==> src/rtl/splitter_pkg.sv <==
package splitter_pkg;

    localparam int CHAR_W = 8;

    typedef enum logic [1:0] {
        TGT_MEM  = 2'd0,
        TGT_EXT  = 2'd1,
        TGT_LOG  = 2'd2,
        TGT_HALT = 2'd3
    } tgt_e;

    typedef enum logic {
        ST_IDLE = 1'b0,
        ST_WAIT = 1'b1
    } st_e;

    typedef struct packed {
        st_e  st;
        tgt_e tgt;
    } route_s;

    typedef struct packed {
        logic              valid;
        logic [CHAR_W-1:0] chr;
        logic              done;
    } hook_s;

    function automatic logic is_local(tgt_e t);
        return (t == TGT_LOG) || (t == TGT_HALT);
    endfunction

endpackage

==> src/rtl/spl_decode.sv <==
module spl_decode
    import splitter_pkg::*;
#(
    parameter int                 ADDR_W     = 32,
    parameter int                 REGION_W   = 2,
    parameter int                 MEM_REGION = 0,
    parameter bit                 SIM_EN     = 1'b0,
    parameter logic [ADDR_W-1:0]  LOG_ADDR   = 32'h8000_0000,
    parameter logic [ADDR_W-1:0]  HALT_ADDR  = 32'h9000_0000
) (
    input  logic [ADDR_W-1:0] adr,
    input  logic              we,
    output tgt_e              tgt
);

    localparam logic [REGION_W-1:0] MEM_CODE = REGION_W'(MEM_REGION);

    logic [REGION_W-1:0] region;
    logic                hit_log;
    logic                hit_halt;

    always_comb begin
        region   = adr[ADDR_W-1 -: REGION_W];
        hit_log  = SIM_EN && we && (adr == LOG_ADDR);
        hit_halt = SIM_EN && we && (adr == HALT_ADDR);
        if (hit_log)
            tgt = TGT_LOG;
        else if (hit_halt)
            tgt = TGT_HALT;
        else if (region == MEM_CODE)
            tgt = TGT_MEM;
        else
            tgt = TGT_EXT;
    end

endmodule

==> src/rtl/spl_route.sv <==
module spl_route
    import splitter_pkg::*;
#(
    parameter int DATA_W = 32
) (
    input  logic              clk,
    input  logic              rst,
    input  logic              hst_stb,
    input  tgt_e              dec_tgt,
    input  logic              mem_ack,
    input  logic [DATA_W-1:0] mem_rdt,
    input  logic              ext_ack,
    input  logic [DATA_W-1:0] ext_rdt,
    output logic              mem_stb,
    output logic              ext_stb,
    output logic              hst_ack,
    output logic [DATA_W-1:0] hst_rdt,
    output logic              fire_log,
    output logic              fire_halt
);

    localparam route_s RST_VAL = '{st: ST_IDLE, tgt: TGT_MEM};

    route_s route_q, route_d;
    tgt_e   cur_tgt;
    logic   local_ack;

    always_comb begin
        cur_tgt   = (route_q.st == ST_WAIT) ? route_q.tgt : dec_tgt;
        mem_stb   = hst_stb && (cur_tgt == TGT_MEM);
        ext_stb   = hst_stb && (cur_tgt == TGT_EXT);
        local_ack = hst_stb && (route_q.st == ST_WAIT) && is_local(route_q.tgt);

        if (mem_stb)
            hst_ack = mem_ack;
        else if (ext_stb)
            hst_ack = ext_ack;
        else
            hst_ack = local_ack;

        case (cur_tgt)
            TGT_MEM: hst_rdt = mem_rdt;
            TGT_EXT: hst_rdt = ext_rdt;
            default: hst_rdt = '0;
        endcase

        fire_log  = hst_stb && (route_q.st == ST_IDLE) && (dec_tgt == TGT_LOG);
        fire_halt = hst_stb && (route_q.st == ST_IDLE) && (dec_tgt == TGT_HALT);

        route_d = route_q;
        case (route_q.st)
            ST_IDLE: begin
                if (hst_stb && (is_local(dec_tgt) || !hst_ack)) begin
                    route_d.st  = ST_WAIT;
                    route_d.tgt = dec_tgt;
                end
            end
            ST_WAIT: begin
                if (!hst_stb || hst_ack)
                    route_d.st = ST_IDLE;
            end
            default: route_d = RST_VAL;
        endcase
    end

    always_ff @(posedge clk) begin
        if (rst)
            route_q <= RST_VAL;
        else
            route_q <= route_d;
    end

    // never both ports strobed
    assert_strobe_exclusive_R1: assert property (@(posedge clk) disable iff (rst)
        !(mem_stb && ext_stb));

    // no acknowledge without a host strobe
    assert_ack_needs_stb_R11: assert property (@(posedge clk) disable iff (rst)
        hst_ack |-> hst_stb);

    // a pending memory or external access keeps its port until ack or abort
    assert_mem_held_R5: assert property (@(posedge clk) disable iff (rst)
        (mem_stb && !mem_ack) |=> (mem_stb || !hst_stb));

    assert_ext_held_R5: assert property (@(posedge clk) disable iff (rst)
        (ext_stb && !ext_ack) |=> (ext_stb || !hst_stb));

    // a special write is answered on the following cycle
    assert_local_ack_R6: assert property (@(posedge clk) disable iff (rst)
        (fire_log || fire_halt) |=> (hst_ack || !hst_stb));

endmodule

==> src/rtl/spl_hooks.sv <==
module spl_hooks
    import splitter_pkg::*;
(
    input  logic              clk,
    input  logic              rst,
    input  logic              fire_log,
    input  logic              fire_halt,
    input  logic [CHAR_W-1:0] wr_byte,
    output logic              log_valid,
    output logic [CHAR_W-1:0] log_char,
    output logic              sim_done
);

    localparam hook_s RST_VAL = '{valid: 1'b0, chr: '0, done: 1'b0};

    hook_s hook_q, hook_d;

    always_comb begin
        hook_d       = hook_q;
        hook_d.valid = fire_log;
        if (fire_log)
            hook_d.chr = wr_byte;
        if (fire_halt)
            hook_d.done = 1'b1;
    end

    always_ff @(posedge clk) begin
        if (rst)
            hook_q <= RST_VAL;
        else
            hook_q <= hook_d;
    end

    assign log_valid = hook_q.valid;
    assign log_char  = hook_q.chr;
    assign sim_done  = hook_q.done;

    // the log strobe lasts a single cycle
    assert_log_single_R6: assert property (@(posedge clk) disable iff (rst)
        log_valid |=> !log_valid);

    // the halt flag is sticky
    assert_done_sticky_R7: assert property (@(posedge clk) disable iff (rst)
        sim_done |=> sim_done);

endmodule

==> src/rtl/dbus_splitter.sv <==
module dbus_splitter
    import splitter_pkg::*;
#(
    parameter int                ADDR_W     = 32,
    parameter int                DATA_W     = 32,
    parameter int                REGION_W   = 2,
    parameter int                MEM_REGION = 0,
    parameter bit                SIM_EN     = 1'b0,
    parameter logic [ADDR_W-1:0] LOG_ADDR   = 32'h8000_0000,
    parameter logic [ADDR_W-1:0] HALT_ADDR  = 32'h9000_0000,
    localparam int               SEL_W      = DATA_W / 8
) (
    input  logic              clk,
    input  logic              rst,
    input  logic [ADDR_W-1:0] hst_adr,
    input  logic [DATA_W-1:0] hst_dat,
    input  logic [SEL_W-1:0]  hst_sel,
    input  logic              hst_we,
    input  logic              hst_stb,
    output logic [DATA_W-1:0] hst_rdt,
    output logic              hst_ack,
    output logic [ADDR_W-1:0] mem_adr,
    output logic [DATA_W-1:0] mem_dat,
    output logic [SEL_W-1:0]  mem_sel,
    output logic              mem_we,
    output logic              mem_stb,
    input  logic [DATA_W-1:0] mem_rdt,
    input  logic              mem_ack,
    output logic [ADDR_W-1:0] ext_adr,
    output logic [DATA_W-1:0] ext_dat,
    output logic [SEL_W-1:0]  ext_sel,
    output logic              ext_we,
    output logic              ext_stb,
    input  logic [DATA_W-1:0] ext_rdt,
    input  logic              ext_ack,
    output logic              log_valid,
    output logic [CHAR_W-1:0] log_char,
    output logic              sim_done
);

    tgt_e dec_tgt;
    logic fire_log;
    logic fire_halt;

    assign mem_adr = hst_adr;
    assign mem_dat = hst_dat;
    assign mem_sel = hst_sel;
    assign mem_we  = hst_we;
    assign ext_adr = hst_adr;
    assign ext_dat = hst_dat;
    assign ext_sel = hst_sel;
    assign ext_we  = hst_we;

    spl_decode #(
        .ADDR_W     (ADDR_W),
        .REGION_W   (REGION_W),
        .MEM_REGION (MEM_REGION),
        .SIM_EN     (SIM_EN),
        .LOG_ADDR   (LOG_ADDR),
        .HALT_ADDR  (HALT_ADDR)
    ) u_decode (
        .adr (hst_adr),
        .we  (hst_we),
        .tgt (dec_tgt)
    );

    spl_route #(
        .DATA_W (DATA_W)
    ) u_route (
        .clk       (clk),
        .rst       (rst),
        .hst_stb   (hst_stb),
        .dec_tgt   (dec_tgt),
        .mem_ack   (mem_ack),
        .mem_rdt   (mem_rdt),
        .ext_ack   (ext_ack),
        .ext_rdt   (ext_rdt),
        .mem_stb   (mem_stb),
        .ext_stb   (ext_stb),
        .hst_ack   (hst_ack),
        .hst_rdt   (hst_rdt),
        .fire_log  (fire_log),
        .fire_halt (fire_halt)
    );

    spl_hooks u_hooks (
        .clk       (clk),
        .rst       (rst),
        .fire_log  (fire_log),
        .fire_halt (fire_halt),
        .wr_byte   (hst_dat[CHAR_W-1:0]),
        .log_valid (log_valid),
        .log_char  (log_char),
        .sim_done  (sim_done)
    );

endmodule

==> config.mk <==
export PLATFORM = sky130hd
export DESIGN_NAME = dbus_splitter
export DESIGN_NICKNAME = d
export VERILOG_FILES = /design/src/rtl/splitter_pkg.sv /design/src/rtl/spl_decode.sv /design/src/rtl/spl_route.sv /design/src/rtl/spl_hooks.sv /design/src/rtl/dbus_splitter.sv
export SDC_FILE = /design/constraint.sdc
export NUM_CORES = 1
export LEC_CHECK = 0
export BUFFER_PORTS_ARGS = -buffer_cell sky130_fd_sc_hd__buf_4
export CORE_AREA = 2 2 123 125
export CTS_CLUSTER_SIZE = 28
export DETAILED_ROUTE_END_ITERATION = 12
export DIE_AREA = 0 0 125 127
export GPL_ROUTABILITY_DRIVEN = 0
export GPL_TIMING_DRIVEN = 0
export PLACE_DENSITY = 0.48
export SLEW_MARGIN = 20
export SYNTH_ARGS = -nofsm -noshare
export SYNTH_HDL_FRONTEND = slang
export SYNTH_SLANG_ARGS = --single-unit
==> constraint.sdc <==
create_clock -name clk -period 1.4 [get_ports clk]
set_input_delay 0.14 -clock clk [delete_from_list [all_inputs] [get_ports clk]]
set_output_delay 0.14 -clock clk [all_outputs]
set_load 0.03 [all_outputs]
==> impl_metrics.json <==
{
  "layout_cell_share_with_drive_strength_beyond_1": 0.955,
  "die-area_um2": 15900,
  "nNetsFinal": 603,
  "leakage_nw": 2.29,
  "worstRegToRegCells": 6,
  "worst-r2r-setup-slack_ns": -0.18,
  "cts_hold_repair.buffers": 0,
  "setup_viol_count_final": 36,
  "criticalPathCategory": "reg -> out",
  "ios": 321,
  "largest_register_ffs": 2,
  "clock_latency_reported_for_the_late_side_of_the_worst_skew_pair_ns": 0.22,
  "critical_path.cell_chain": "or3_4 -> and2_4 -> buf_8 -> buf_12 -> mux2_4 -> buf_6",
  "fp-row-count": 44,
  "post-route-min-period_ns": 1.89,
  "ys_seq_elements": 2,
  "reg.largest.list": "u_route.route_q: 2 flops",
  "synthesis.yosys.warnings": 0,
  "rsz0062_at_grt": "true",
  "clk_pin_slew_worst_paths_ns": 0.03,
  "drv.max_cap_violation_count": 0,
  "cts_root_buf": "sky130_fd_sc_hd__clkbuf_16",
  "initial_antenna_violation_count": 1,
  "synth_area_um2": 1690,
  "endpoint_kind": "output pin",
  "design.core.area_um2": 14400,
  "numClockSinks": 2,
  "vdd_drop_max_v": 0.000493,
  "hold_class": "in -> reg",
  "layout_setup_ws_ns": -0.487,
  "tritoncts": "done",
  "status": "complete, but fails checks",
  "required_ns": 1.26,
  "dp.final_hpwl_um": 6250,
  "synth_cells": 202,
  "cts.path.max_buffers": 2,
  "initial_core_utilization": 0.117,
  "cts_made_buffers": 3,
  "first_global_vias": 1987,
  "worst-path-max-fanout": 10,
  "num_vias": 2075,
  "power-per-cell-area_nw_per_um2": 610,
  "timing.clock.skew_ns": 0.00208,
  "all_layer_global_routing_usage": 0.0748,
  "worst_path_largest_cell_delay_ns": 0.33,
  "ratio_of_final_minimum_period_to_clock_period": 1.35,
  "ys_types": 20,
  "cp_data_arrival_time_ns": 1.75,
  "average_cell_area_after_synthesis_um2": 8.36,
  "synthToLayoutAreaGrowth_pct": 140,
  "number_of_levels_in_the_clock_h_tree": 1,
  "seq_area_frac_synth": 0.0237,
  "crit_path_top_delay_cell": "sky130_fd_sc_hd__or3_4",
  "final_max_slew_viol_count": 0,
  "critPathLaunchType": "register",
  "regToRegEndpoint": "u_route.route_q[2]",
  "whs_path_depth": 2,
  "drtIter0Drc": 9,
  "hold_path.startpoint": "rst",
  "dieWidth_um": 125,
  "globalRoute.totalOverflow": 0,
  "grt_start_max_net_pins": 11,
  "wire_per_inst_um": 10.7,
  "registers.top_by_ff_count": "u_route.route_q",
  "drt_drc_violations_left": 0,
  "grt_pass1_wl_um": 9740,
  "finalSetupTns_ns": -14.37,
  "vias_per_cell": 3.20,
  "clock.fmax_mhz": 530,
  "chipHeight_um": 127,
  "layout.filler_cells": 1586,
  "routed_wirelength_um": 6930,
  "totalPowerFinal_mw": 2.47,
  "io_buffer_count": 243,
  "origin_of_the_worst_setup_path": "u_route.route_q[2]",
  "regToRegStartpoint": "u_route.route_q[2]",
  "failed_checks": "negative setup slack",
  "drtPass1Iterations": 3,
  "hold_violations": 0,
  "postRouteAntennaNets": 0,
  "worstHoldEndpoint": "u_route.route_q[2]"
}
[critical path: cells and delay by family, from the launching register on]
family	cells	cell delay, ns
buffers and inverters	3	0.40
DFF	1	0.32
muxes	1	0.31
and+or+nand+nor	2	0.48
[per-layer routing]
metal	global-route usage	up-vias	part of all wire	wire, um
met3	0.0230	8	0.12	830
met5	0	-	0	0
li1	-	1010	-	-
met2	0.149	160	0.57	3970
met1	0.0705	897	0.29	2010
met4	0.0307	0	0.016	109
[report_power, final]
part / internal (mW) / switching (mW) / leakage (nW)
clock network: 0.364 / 0.0757 / 0.0370
logic: 0.981 / 0.981 / 2.23
registers: 0.0626 / 0.00361 / 0.0169
[cells in the mapped netlist, drive strengths merged]
cell type	instances	area, um^2
buf	151	1140
mux2	32	398
nand2	3	11.3
dfxtp	2	40.0
nor2	2	7.51
a2111oi	1	15.0
a21boi	1	7.51
a21oi	1	5.00
and2	1	8.76
conb	1	3.75
inv	1	3.75
mux2i	1	10.0
nand2b	1	6.26
nor3b	1	7.51
o22ai	1	6.26
o31ai	1	7.51
or3	1	11.3
[kinds of logic after synthesis]
kind of cell,after synthesis,synth area share
buffers and inverters,152,0.677
multiplexers,33,0.242
AND/OR/NAND/NOR,9,0.0311
AO/OA/AOI/OAI,5,0.0245
flip-flops,2,0.0237
other,1,0.00222
[per-stage QoR]
step	worst slack (ns)	instance area [um^2]	hold WS, ns	util	std cells
global placement	-0.320	3790	0.316	0.263	638
global route	-0.507	4050	0.109	0.281	648
detailed placement	-0.328	3790	0.316	0.263	638
CTS	-0.487	4030	0.0944	0.279	645
finish	-0.487	4050	0.103	0.281	648
floorplan	-0.143	1730	0.209	-	211
[placed cells by master (no fill, tap or decap), drive strengths merged, types with 2 or more instances in the layout]
cell    instances
conb           10
buf           400
nor2            2
clkbuf          3
nand2           3
dfxtp           2
mux2           32
[cell type report]
cell class / count / area [um^2] / share of cell area
Multi-Input combinational cell: 57 / 577 / 0.143
Inverter: 1 / 3.75 / 0.000927
Buffer: 151 / 1150 / 0.285
Sequential cell: 2 / 41.3 / 0.0102
Antenna cell: 1 / 2.50 / 0.000618
Timing Repair Buffer: 249 / 1960 / 0.485
Clock buffer: 3 / 75.1 / 0.0185
Tap cell: 184 / 230 / 0.0569
[worst max path at each step]
| stage | end | cells past startpoint |
|---|---|---|
| final | hst_rdt[10] | 6 |
| after global routing | hst_rdt[10] | 6 |
| after CTS | hst_rdt[10] | 6 |
| after detailed placement | hst_rdt[10] | 7 |
| after global placement | hst_rdt[10] | 7 |
| after floorplan | hst_rdt[10] | 5 |
[repair_timing]
action	in CTS	in global routing
gates cloned	0	0
setup buffers	4	2
pin swaps	2	1
gates resized for setup	30	1
setup endpoints to repair	36	36
(Power assumes the default switching activity.)
